[src/rtl/i2c_tgt_pkg.sv]
package i2c_tgt_pkg;
   typedef enum logic [2:0] {
      ST_IDLE,
      ST_ADDR,
      ST_ACK,
      ST_RX,
      ST_TX,
      ST_TXACK,
      ST_IGNORE
   } tgt_state_e;

   localparam int unsigned BYTE_W = 8;
endpackage

[src/rtl/i2c_line_sync.sv]
module i2c_line_sync #(
   parameter int unsigned STAGES = 2
) (
   input  logic clk,
   input  logic rst_n,
   input  logic d,
   output logic q
);
   logic [STAGES-1:0] chain;

   generate
      if (STAGES == 1) begin : g_one
         always_ff @(posedge clk or negedge rst_n) begin
            if (!rst_n) chain <= '1;
            else        chain <= d;
         end
      end else begin : g_many
         always_ff @(posedge clk or negedge rst_n) begin
            if (!rst_n) chain <= '1;
            else        chain <= {chain[STAGES-2:0], d};
         end
      end
   endgenerate

   assign q = chain[STAGES-1];
endmodule

[src/rtl/i2c_reg_bank.sv]
module i2c_reg_bank #(
   parameter int unsigned DEPTH      = 16,
   parameter int unsigned IDX_W      = 4,
   parameter bit          RESET_REGS = 1'b1
) (
   input  logic             clk,
   input  logic             rst_n,
   input  logic             wr_en,
   input  logic [IDX_W-1:0] wr_idx,
   input  logic [7:0]       wr_data,
   input  logic [IDX_W-1:0] rd_idx,
   output logic [7:0]       rd_data
);
   logic [7:0] cells [DEPTH];

   generate
      for (genvar g = 0; g < DEPTH; g++) begin : g_cell
         logic [7:0] val;
         if (RESET_REGS) begin : g_rst
            always_ff @(posedge clk or negedge rst_n) begin
               if (!rst_n)                                 val <= '0;
               else if (wr_en && wr_idx == IDX_W'(g))      val <= wr_data;
            end
         end else begin : g_norst
            always_ff @(posedge clk) begin
               if (wr_en && wr_idx == IDX_W'(g)) val <= wr_data;
            end
         end
         assign cells[g] = val;
      end
   endgenerate

   assign rd_data = cells[rd_idx];
endmodule

[src/rtl/i2c_tgt_ctrl.sv]
module i2c_tgt_ctrl
   import i2c_tgt_pkg::*;
#(
   parameter logic [3:0]  ADDR_PREFIX = 4'b1010,
   parameter int unsigned IDX_W       = 4
) (
   input  logic             clk,
   input  logic             rst_n,
   input  logic             scl_s,
   input  logic             sda_s,
   input  logic [2:0]       addr_sel,
   input  logic [7:0]       rd_data,
   output logic [IDX_W-1:0] rd_idx,
   output logic             wr_en,
   output logic [IDX_W-1:0] wr_idx,
   output logic [7:0]       wr_data,
   output logic             sda_oe,
   output tgt_state_e       st
);
   logic       scl_q, sda_q;
   logic [3:0] cnt;
   logic [7:0] shreg;
   logic [7:0] ptr;
   logic       ptr_set, is_read, mst_ack;

   wire scl_rise = scl_s & ~scl_q;
   wire scl_fall = ~scl_s & scl_q;
   wire start_c  = scl_s & scl_q & sda_q & ~sda_s;
   wire stop_c   = scl_s & scl_q & ~sda_q & sda_s;
   wire [6:0] own_addr = {ADDR_PREFIX, addr_sel};

   assign rd_idx = ptr[IDX_W-1:0];

   always_ff @(posedge clk or negedge rst_n) begin
      if (!rst_n) begin
         scl_q   <= 1'b1;
         sda_q   <= 1'b1;
         st      <= ST_IDLE;
         cnt     <= '0;
         shreg   <= '0;
         ptr     <= '0;
         ptr_set <= 1'b0;
         is_read <= 1'b0;
         mst_ack <= 1'b0;
         sda_oe  <= 1'b0;
         wr_en   <= 1'b0;
         wr_idx  <= '0;
         wr_data <= '0;
      end else begin
         scl_q <= scl_s;
         sda_q <= sda_s;
         wr_en <= 1'b0;
         if (start_c) begin
            st      <= ST_ADDR;
            cnt     <= '0;
            sda_oe  <= 1'b0;
            ptr_set <= 1'b0;
         end else if (stop_c) begin
            st     <= ST_IDLE;
            sda_oe <= 1'b0;
         end else begin
            unique case (st)
               ST_ADDR, ST_RX: begin
                  if (scl_rise) begin
                     shreg <= {shreg[6:0], sda_s};
                     cnt   <= cnt + 4'd1;
                  end else if (scl_fall && cnt == 4'd8) begin
                     if (st == ST_ADDR) begin
                        if (shreg[7:1] == own_addr) begin
                           is_read <= shreg[0];
                           sda_oe  <= 1'b1;
                           st      <= ST_ACK;
                        end else begin
                           st <= ST_IGNORE;
                        end
                     end else begin
                        sda_oe <= 1'b1;
                        st     <= ST_ACK;
                        if (!ptr_set) begin
                           ptr     <= shreg;
                           ptr_set <= 1'b1;
                        end else begin
                           wr_en   <= 1'b1;
                           wr_idx  <= ptr[IDX_W-1:0];
                           wr_data <= shreg;
                           ptr     <= ptr + 8'd1;
                        end
                     end
                  end
               end
               ST_ACK: begin
                  if (scl_fall) begin
                     cnt <= '0;
                     if (is_read) begin
                        shreg  <= rd_data;
                        sda_oe <= ~rd_data[7];
                        st     <= ST_TX;
                     end else begin
                        sda_oe <= 1'b0;
                        st     <= ST_RX;
                     end
                  end
               end
               ST_TX: begin
                  if (scl_rise) begin
                     cnt <= cnt + 4'd1;
                  end else if (scl_fall) begin
                     if (cnt == 4'd8) begin
                        sda_oe <= 1'b0;
                        ptr    <= ptr + 8'd1;
                        st     <= ST_TXACK;
                     end else begin
                        shreg  <= {shreg[6:0], 1'b0};
                        sda_oe <= ~shreg[6];
                     end
                  end
               end
               ST_TXACK: begin
                  if (scl_rise) begin
                     mst_ack <= ~sda_s;
                  end else if (scl_fall) begin
                     if (mst_ack) begin
                        cnt    <= '0;
                        shreg  <= rd_data;
                        sda_oe <= ~rd_data[7];
                        st     <= ST_TX;
                     end else begin
                        st <= ST_IGNORE;
                     end
                  end
               end
               default: ;
            endcase
         end
      end
   end
endmodule

[src/rtl/i2c_reg_target.sv]
module i2c_reg_target
   import i2c_tgt_pkg::*;
#(
   parameter logic [3:0]  ADDR_PREFIX = 4'b1010,
   parameter int unsigned DEPTH       = 16,
   parameter int unsigned SYNC_STAGES = 2,
   parameter bit          RESET_REGS  = 1'b1
) (
   input  logic       clk,
   input  logic       rst_n,
   input  logic       scl_i,
   input  logic       sda_i,
   input  logic [2:0] addr_sel,
   output logic       sda_oe
);
   localparam int unsigned IDX_W = (DEPTH > 1) ? $clog2(DEPTH) : 1;

   generate
      if (DEPTH < 2 || DEPTH > 256 || (DEPTH & (DEPTH - 1)) != 0) begin : g_bad_depth
         $error("DEPTH must be a power of two between 2 and 256");
      end
      if (SYNC_STAGES < 2 || SYNC_STAGES > 4) begin : g_bad_sync
         $error("SYNC_STAGES must be 2 to 4");
      end
   endgenerate

   logic             scl_s, sda_s;
   logic             wr_en;
   logic [IDX_W-1:0] wr_idx, rd_idx;
   logic [7:0]       wr_data, rd_data;
   tgt_state_e       st;

   i2c_line_sync #(.STAGES(SYNC_STAGES)) u_scl_sync (
      .clk(clk), .rst_n(rst_n), .d(scl_i), .q(scl_s));
   i2c_line_sync #(.STAGES(SYNC_STAGES)) u_sda_sync (
      .clk(clk), .rst_n(rst_n), .d(sda_i), .q(sda_s));

   i2c_tgt_ctrl #(.ADDR_PREFIX(ADDR_PREFIX), .IDX_W(IDX_W)) u_ctrl (
      .clk(clk), .rst_n(rst_n), .scl_s(scl_s), .sda_s(sda_s),
      .addr_sel(addr_sel), .rd_data(rd_data), .rd_idx(rd_idx),
      .wr_en(wr_en), .wr_idx(wr_idx), .wr_data(wr_data),
      .sda_oe(sda_oe), .st(st));

   i2c_reg_bank #(.DEPTH(DEPTH), .IDX_W(IDX_W), .RESET_REGS(RESET_REGS)) u_bank (
      .clk(clk), .rst_n(rst_n), .wr_en(wr_en), .wr_idx(wr_idx),
      .wr_data(wr_data), .rd_idx(rd_idx), .rd_data(rd_data));
endmodule

[config.mk]
export PLATFORM = sky130hd
export DESIGN_NAME = i2c_reg_target
export DESIGN_NICKNAME = d
export VERILOG_FILES = /design/src/rtl/i2c_tgt_pkg.sv /design/src/rtl/i2c_line_sync.sv /design/src/rtl/i2c_reg_bank.sv /design/src/rtl/i2c_tgt_ctrl.sv /design/src/rtl/i2c_reg_target.sv
export SDC_FILE = /design/constraint.sdc
export NUM_CORES = 1
export LEC_CHECK = 0
export ABC_AREA = 0
export ABC_CLOCK_PERIOD_IN_PS = 4320
export BUFFER_PORTS_ARGS = -buffer_cell sky130_fd_sc_hd__buf_2
export CORE_MARGIN = 5
export CORE_UTILIZATION = 45
export DETAILED_ROUTE_END_ITERATION = 12
export MAX_ROUTING_LAYER = met4
export PLACE_DENSITY = 0.58
export SYNTH_ARGS = -nofsm -noshare
export SYNTH_HDL_FRONTEND = slang
export SYNTH_SLANG_ARGS = --single-unit
export TNS_END_PERCENT = 30
[constraint.sdc]
create_clock -name clk -period 4.32 [get_ports clk]
set_input_delay 0.432 -clock clk [delete_from_list [all_inputs] [get_ports clk]]
set_output_delay 0.432 -clock clk [all_outputs]
set_load 0.03 [all_outputs]
* Word level (Yosys, flattened, before mapping) *
Cells that the tools add are included.

storage, ports and cells
  bits in registers = 174
  input port bits = 7
  output and inout bits = 1
  logic and storage cells = 212

cells by class
  add/subtract/negate cells = 2
  $lt $le $gt $ge = 1
  eq/ne operators = 53
  muxes and demuxes = 72
  bitwise operators = 18
  reductions and logical operators = 35

operators by type and width
  cell                                                                     number
  8-bit two-way mux                                                        18
  3-bit two-way mux                                                        13
  4-bit equality test, second input constant                               9
  8-bit binary-select mux with 4-bit select                                1
  8-bit case mux with 4 select lines                                       1
  4-bit two-way mux                                                        7
  1-bit two-way mux                                                        27
  4-bit by 1-bit inequality test with 1-bit output, second input constant  6
  7-bit AND reduction                                                      3
  2-bit by 1-bit inequality test with 1-bit output, second input constant  10
  9-bit AND reduction                                                      2
  1-bit logical AND                                                        17
  4-bit by 3-bit equality test with 1-bit output, second input constant    4
  8-bit case mux with 2 select lines                                       1
  2-bit inequality test, second input constant                             6
  3-bit by 1-bit inequality test with 1-bit output, second input constant  4
  4-bit inequality test, second input constant                             3
  3-bit case mux with 4 select lines                                       1
  4-bit case mux with 3 select lines                                       1
  12-bit AND reduction                                                     1
  1-bit inverter                                                           10
  10-bit AND reduction                                                     1
  8-bit by 1-bit adder with 8-bit output, second input constant            1
  4-bit by 2-bit equality test with 1-bit output, second input constant    2
  other kinds (21)                                                         32

* Longest topological paths before layout *
  depth in word-level cells = 11
  gate-level depth with buffers = 9
  mapped depth without buffers = 7

* Hierarchy *
From an unflattened synthesis, not the netlist that was laid out.

unflattened totals
  cell total of the unflattened synthesis = 572
  area, all modules = 8196.6 µm²

modules (own cells, without submodules)
  module         instances  cells an instance  area each (µm²)  seq. area each (µm²)
  i2c_reg_bank   1          364                5809.3           3203.1
  i2c_tgt_ctrl   1          204                2282.2           953.4
  i2c_line_sync  2          2                  52.6             52.6

* Worst setup path after synthesis *
Ideal clock, no wire load.

  kind = register -> register
  start = register u_ctrl.cnt[0]
  end = register u_ctrl.wr_data[1]
  library setup time = 0.125 ns
  data arrival time = 1.899 ns
  required time = 4.195 ns
  path slack = 2.296 ns
  stages on the path, launching flop included = 10
  buffers on the path = 2
  period minus slack after synthesis = 2.024 ns
  cell sequence = dfrtp_1 -> inv_1 -> ha_1 -> and3b_1 -> buf_12 -> and3_1 -> and2_1 -> nand2_1 -> buf_2 -> mux2_2

between the ends
  cells in the longest elaborated chain, start to end = 3

RTL lines
  item                           line                 text
  start, declared                i2c_tgt_ctrl.sv:21   logic [3:0] cnt;
  start signal, assigned         i2c_tgt_ctrl.sv:66   cnt <= cnt + 4'd1;
  start signal, assigned         i2c_tgt_ctrl.sv:106  cnt <= cnt + 4'd1;
  4-bit equality test            i2c_tgt_ctrl.sv:67   end else if (scl_fall && cnt == 4'd8) begin
  1-bit logical AND              i2c_tgt_ctrl.sv:67
  7-bit AND reduction (no line)  -
  end signal, assigned           i2c_tgt_ctrl.sv:85   wr_data <= shreg;
  end, declared                  i2c_tgt_ctrl.sv:16   output logic [7:0] wr_data,

Every way passes these cells.
A chain may end at the register's enable or synchronous reset.

* Worst setup path in the final report *
  start = register u_ctrl.ptr[0]
  end = register u_ctrl.shreg[7]

between the ends
  cells in the longest elaborated chain, start to end = 8
  elaborated cells between the ends (all ways) = 10
  those cells by class = mux: 9; bitwise: 1

RTL lines
  item                                                        line                 text
  start, declared                                             i2c_tgt_ctrl.sv:23   logic [7:0] ptr;
  start signal, assigned                                      i2c_tgt_ctrl.sv:80   ptr <= shreg;
  start signal, assigned                                      i2c_tgt_ctrl.sv:86   ptr <= ptr + 8'd1;
  start signal, assigned                                      i2c_tgt_ctrl.sv:110  ptr <= ptr + 8'd1;
  4-bit inverter with 5-bit output (implied by the code) (*)  i2c_reg_bank.sv:33   assign rd_data = cells[rd_idx];
  8-bit binary-select mux with 4-bit select (*)               i2c_reg_bank.sv:33
  8-bit two-way mux (implied by the code) (*) (2 in a row)    i2c_reg_bank.sv:33
  8-bit two-way mux                                           i2c_tgt_ctrl.sv:122  if (mst_ack) begin
  8-bit two-way mux                                           i2c_tgt_ctrl.sv:121  end else if (scl_fall) begin
  8-bit two-way mux                                           i2c_tgt_ctrl.sv:119  if (scl_rise) begin
  8-bit case mux with 4 select lines (*)                      i2c_tgt_ctrl.sv:62   unique case (st)
  end signal, assigned                                        i2c_tgt_ctrl.sv:65   shreg <= {shreg[6:0], sda_s};
  end signal, assigned                                        i2c_tgt_ctrl.sv:113  shreg <= {shreg[6:0], 1'b0};
  end signal, assigned                                        i2c_tgt_ctrl.sv:124  shreg <= rd_data;
  end, declared                                               i2c_tgt_ctrl.sv:22   logic [7:0] shreg;

Every way passes the cells marked *; elsewhere a longest branch is shown, timed or not. The select of a mux whose other input is x is not followed.

==> metrics <==
status finished clean; clock tree skew after final layout approximately 0.018 ns; endpoint with the worst hold slack u_sda_sync.chain[0]; post-route fraction of the period consumed by the critical path 0.590; CTS sink count between 150 and 200; top library cells by usage in the layout, fill and taps aside dfrtp_1, mux2_2, nor2_1, mux4_2; delay-heaviest family, CP flip-flops; Rel. slew slack 0.252; Max Buffers Root-to-Sink 2; Core Box Area between 15000 and 20000 um2; total of cells resized after clock tree synthesis 0; chip height 145 um; FP Rows 49; maximum ir drop on the vdd rail ~470 uV; pin count of the biggest net entering global routing roughly 120; cells along the critical path buf_4, mux4_2, a22oi_1, and3_2, or2_1, a2bb2oi_1; drc violations 0; Sum Neg Setup Slack 0 ns; reg2reg start u_ctrl.ptr[0]; start-to-end type of the worst setup path flop to flop; critical register-to-register path endpoint u_ctrl.shreg[7]; setup-violating endpoint count in the final report 0; post-detailed-placement cell area 8370 um2; gate count after technology mapping ~600; internal power summed over all cells roughly 0.003 W; power density cells 459 nW/um2; Max FO, Critical Path 21; Reg power frac 0.440; DRC marker count from the first detailed-route iteration 347; #FFs+latches synth 170; hold buffer count at cts 0; critical-path cell with the highest stage delay dfrtp_2; detail-routed net length per standard cell around 22 um; dpl hpwl around 12 mm; path depth of the worst reg2reg path 6; Area growth, synth to finish 9.38%; net load switching power roughly 0.0012 W; FFs w/ async S/R, synth 1.00; main flop type after synthesis dfrtp_1; Post-Place Worst Slack around 1.7 ns; CTS tree yes; register-to-register setup slack approximately 1.8 ns; max-capacitance violation count 0; Post-Synthesis Cell Area around 8200 um2; vias in the first global route about 5100; sequential cell area in the final layout around 4300 um2; overall die area approximately 21000 um2; hold depth 1; minimum hold slack 0.107 ns; effective utilization at floorplan 0.458; Avg Cell Area, Syn approximately 14 um2; switching fraction of total power 0.282; setup repair after global routing missed its margin no; antenna violations before repair 0; data arrival time at the worst-slack endpoint roughly 2.8 ns; sequential element share of the synthesized area 0.518; total gr overflow 0; via density per instance between 5 and 6; fill count between 1500 and 2000; overall power after layout between 0.004 and 0.005 W; total wire length after detailed routing ~19 mm; width of the chip between 100 and 150 um; Post-synth EDFFs 0; setup fix buffers added after clock tree synthesis 0; count of warnings emitted by yosys 0; I/O Pins 8; number of buffer and inverter instances along the worst setup path 1; post-layout instance area approximately 9000 um2; clock buffers created by TritonCTS 17; final layout net count about 600; distinct cell type count of the synthesized netlist between 60 and 70; number of hold violations in the final report 0; largest stage delay on the critical path approximately 0.8 ns; most frequent standard cell in the layout excluding fill and tap cells dfrtp_1; number of pins with negative max-slew slack in the final report 0; endpoint kind of the worst setup timing path flop; buffers added on ports 7; post-route worst setup slack between 1.5 and 2 ns; Crit path required time 4.61 ns; H-tree levels 4; share of total power in combinational logic 0.165; maximum clock frequency 0.392 GHz; via count 4916; first-pass iteration count of the detailed router 5; Worst Min Path Start sda_i; clock slew at reported path FFs ~0.060 ns; root buffer cell clkbuf_16; overall global routing resource usage 0.190; Tmin final ~2.5 ns; worst slew pin tran between 1 and 1.5 ns; clock latency on the worst-skew pair about 0.43 ns; power share of the clock group 0.395; net count after synthesis 614; category of the worst setup path launch point flop; leakage power between 4 and 5 nW; weighted congestion at the end of routability-driven global placement around 0.85; ANT nets after route 0; area occupied by multi-input gates around 3700 um2; kind of path behind the tightest hold check primary input to flop; first-pass GRT wire length between 30 and 40 mm; share of layout cells above drive strength 1 0.384; number of antenna diodes 0
layer usage:
metal | vias up | part of all wire | routed length, um | global-route usage
met3 | 7 | 0.045 | 848 | 0.0334
met5 | - | 0 | 0 | -
li1 | 2218 | - | - | -
met4 | 0 | 0.0061 | 114 | 0.0508
met1 | 2604 | 0.45 | 8480 | 0.257
met2 | 87 | 0.50 | 9320 | 0.298
synth_stat cells (3+ instances only):
cell type / count / area [um2]
buf_2: 9 / 45.0
mux2_1: 8 / 90.1
a211oi_1: 3 / 22.5
dfstp_2: 6 / 158
xor2_1: 3 / 26.3
mux2i_1: 15 / 150
a31o_2: 3 / 26.3
and3_1: 3 / 18.8
nor2b_1: 7 / 43.8
inv_1: 11 / 41.3
nand3b_1: 6 / 45.0
mux4_2: 30 / 676
nor2_1: 30 / 113
o21a_1: 3 / 22.5
nor3_1: 8 / 40.0
or3_1: 4 / 25.0
buf_4: 4 / 30.0
buf_6: 4 / 45.0
a22oi_1: 3 / 22.5
ha_1: 3 / 37.5
clkbuf_1: 17 / 63.8
a2bb2oi_1: 7 / 61.3
nand2_1: 19 / 71.3
dfrtp_1: 164 / 4100
and2b_2: 3 / 26.3
mux2_2: 135 / 1520
a21oi_1: 19 / 95.1
a31oi_1: 4 / 25.0
nand3_1: 6 / 30.0
o21ai_0: 11 / 55.1
nand2b_1: 10 / 62.6
per-stage QoR:
stage          std cells  utilization
2_1_floorplan        604            -
3_3_place_gp         807        0.466
3_5_place_dp         807        0.466
4_1_cts              838        0.501
5_1_grt              838        0.501
6_report             838        0.501
state kept, by name (all words and copies together), names as in the netlist, 2 cells and up:
| register | flops |
|---|---|
| u_ctrl.ptr | 4 |
| u_ctrl.wr_data | 8 |
| u_bank.g_cell.val | 128 |
| u_ctrl.cnt | 4 |
| u_scl_sync.chain | 2 |
| u_ctrl.st | 3 |
| u_sda_sync.chain | 2 |
| u_ctrl.wr_idx | 4 |
| u_ctrl.shreg | 8 |
power groups by stage:
stage                     clock, W  combinational, W  sequential, W
after floorplan                  0          0.000610        0.00177
after global routing       0.00173          0.000757        0.00184
after CTS                  0.00167          0.000683        0.00182
after detailed placement         0          0.000680        0.00185
final                      0.00163          0.000682        0.00182
after global placement           0          0.000665        0.00184
final cells by class:
type                            count  area share
Clock buffer                       21      0.0523
Clock inverter                     10      0.0185
Inverter                           11     0.00459
Multi-Input combinational cell    387       0.412
Sequential cell                   170       0.474
Tap cell                          229      0.0318
Timing Repair Buffer               10     0.00709
worst max-delay path by stage:
stage	to	cells after the start	slack [ns]	startpoint
after CTS	u_ctrl.shreg[7]	6	1.70	u_ctrl.ptr[0]
after global placement	u_ctrl.shreg[7]	6	1.77	u_ctrl.ptr[0]
after floorplan	u_ctrl.wr_data[1]	9	2.30	u_ctrl.cnt[0]
final	u_ctrl.shreg[7]	6	1.77	u_ctrl.ptr[0]
after global routing	u_ctrl.shreg[7]	6	1.60	u_ctrl.ptr[0]
after detailed placement	u_ctrl.shreg[7]	6	1.72	u_ctrl.ptr[0]
logic make-up after synthesis:
kind of cell    share of synthesized area
simple gates                       0.0793
compound gates                     0.0648
buf+inv                            0.0315
flops                               0.518
fa+ha+maj                         0.00456
xor+xnor                          0.00623
mux                                 0.296
Power figures use the tool's default switching activity.
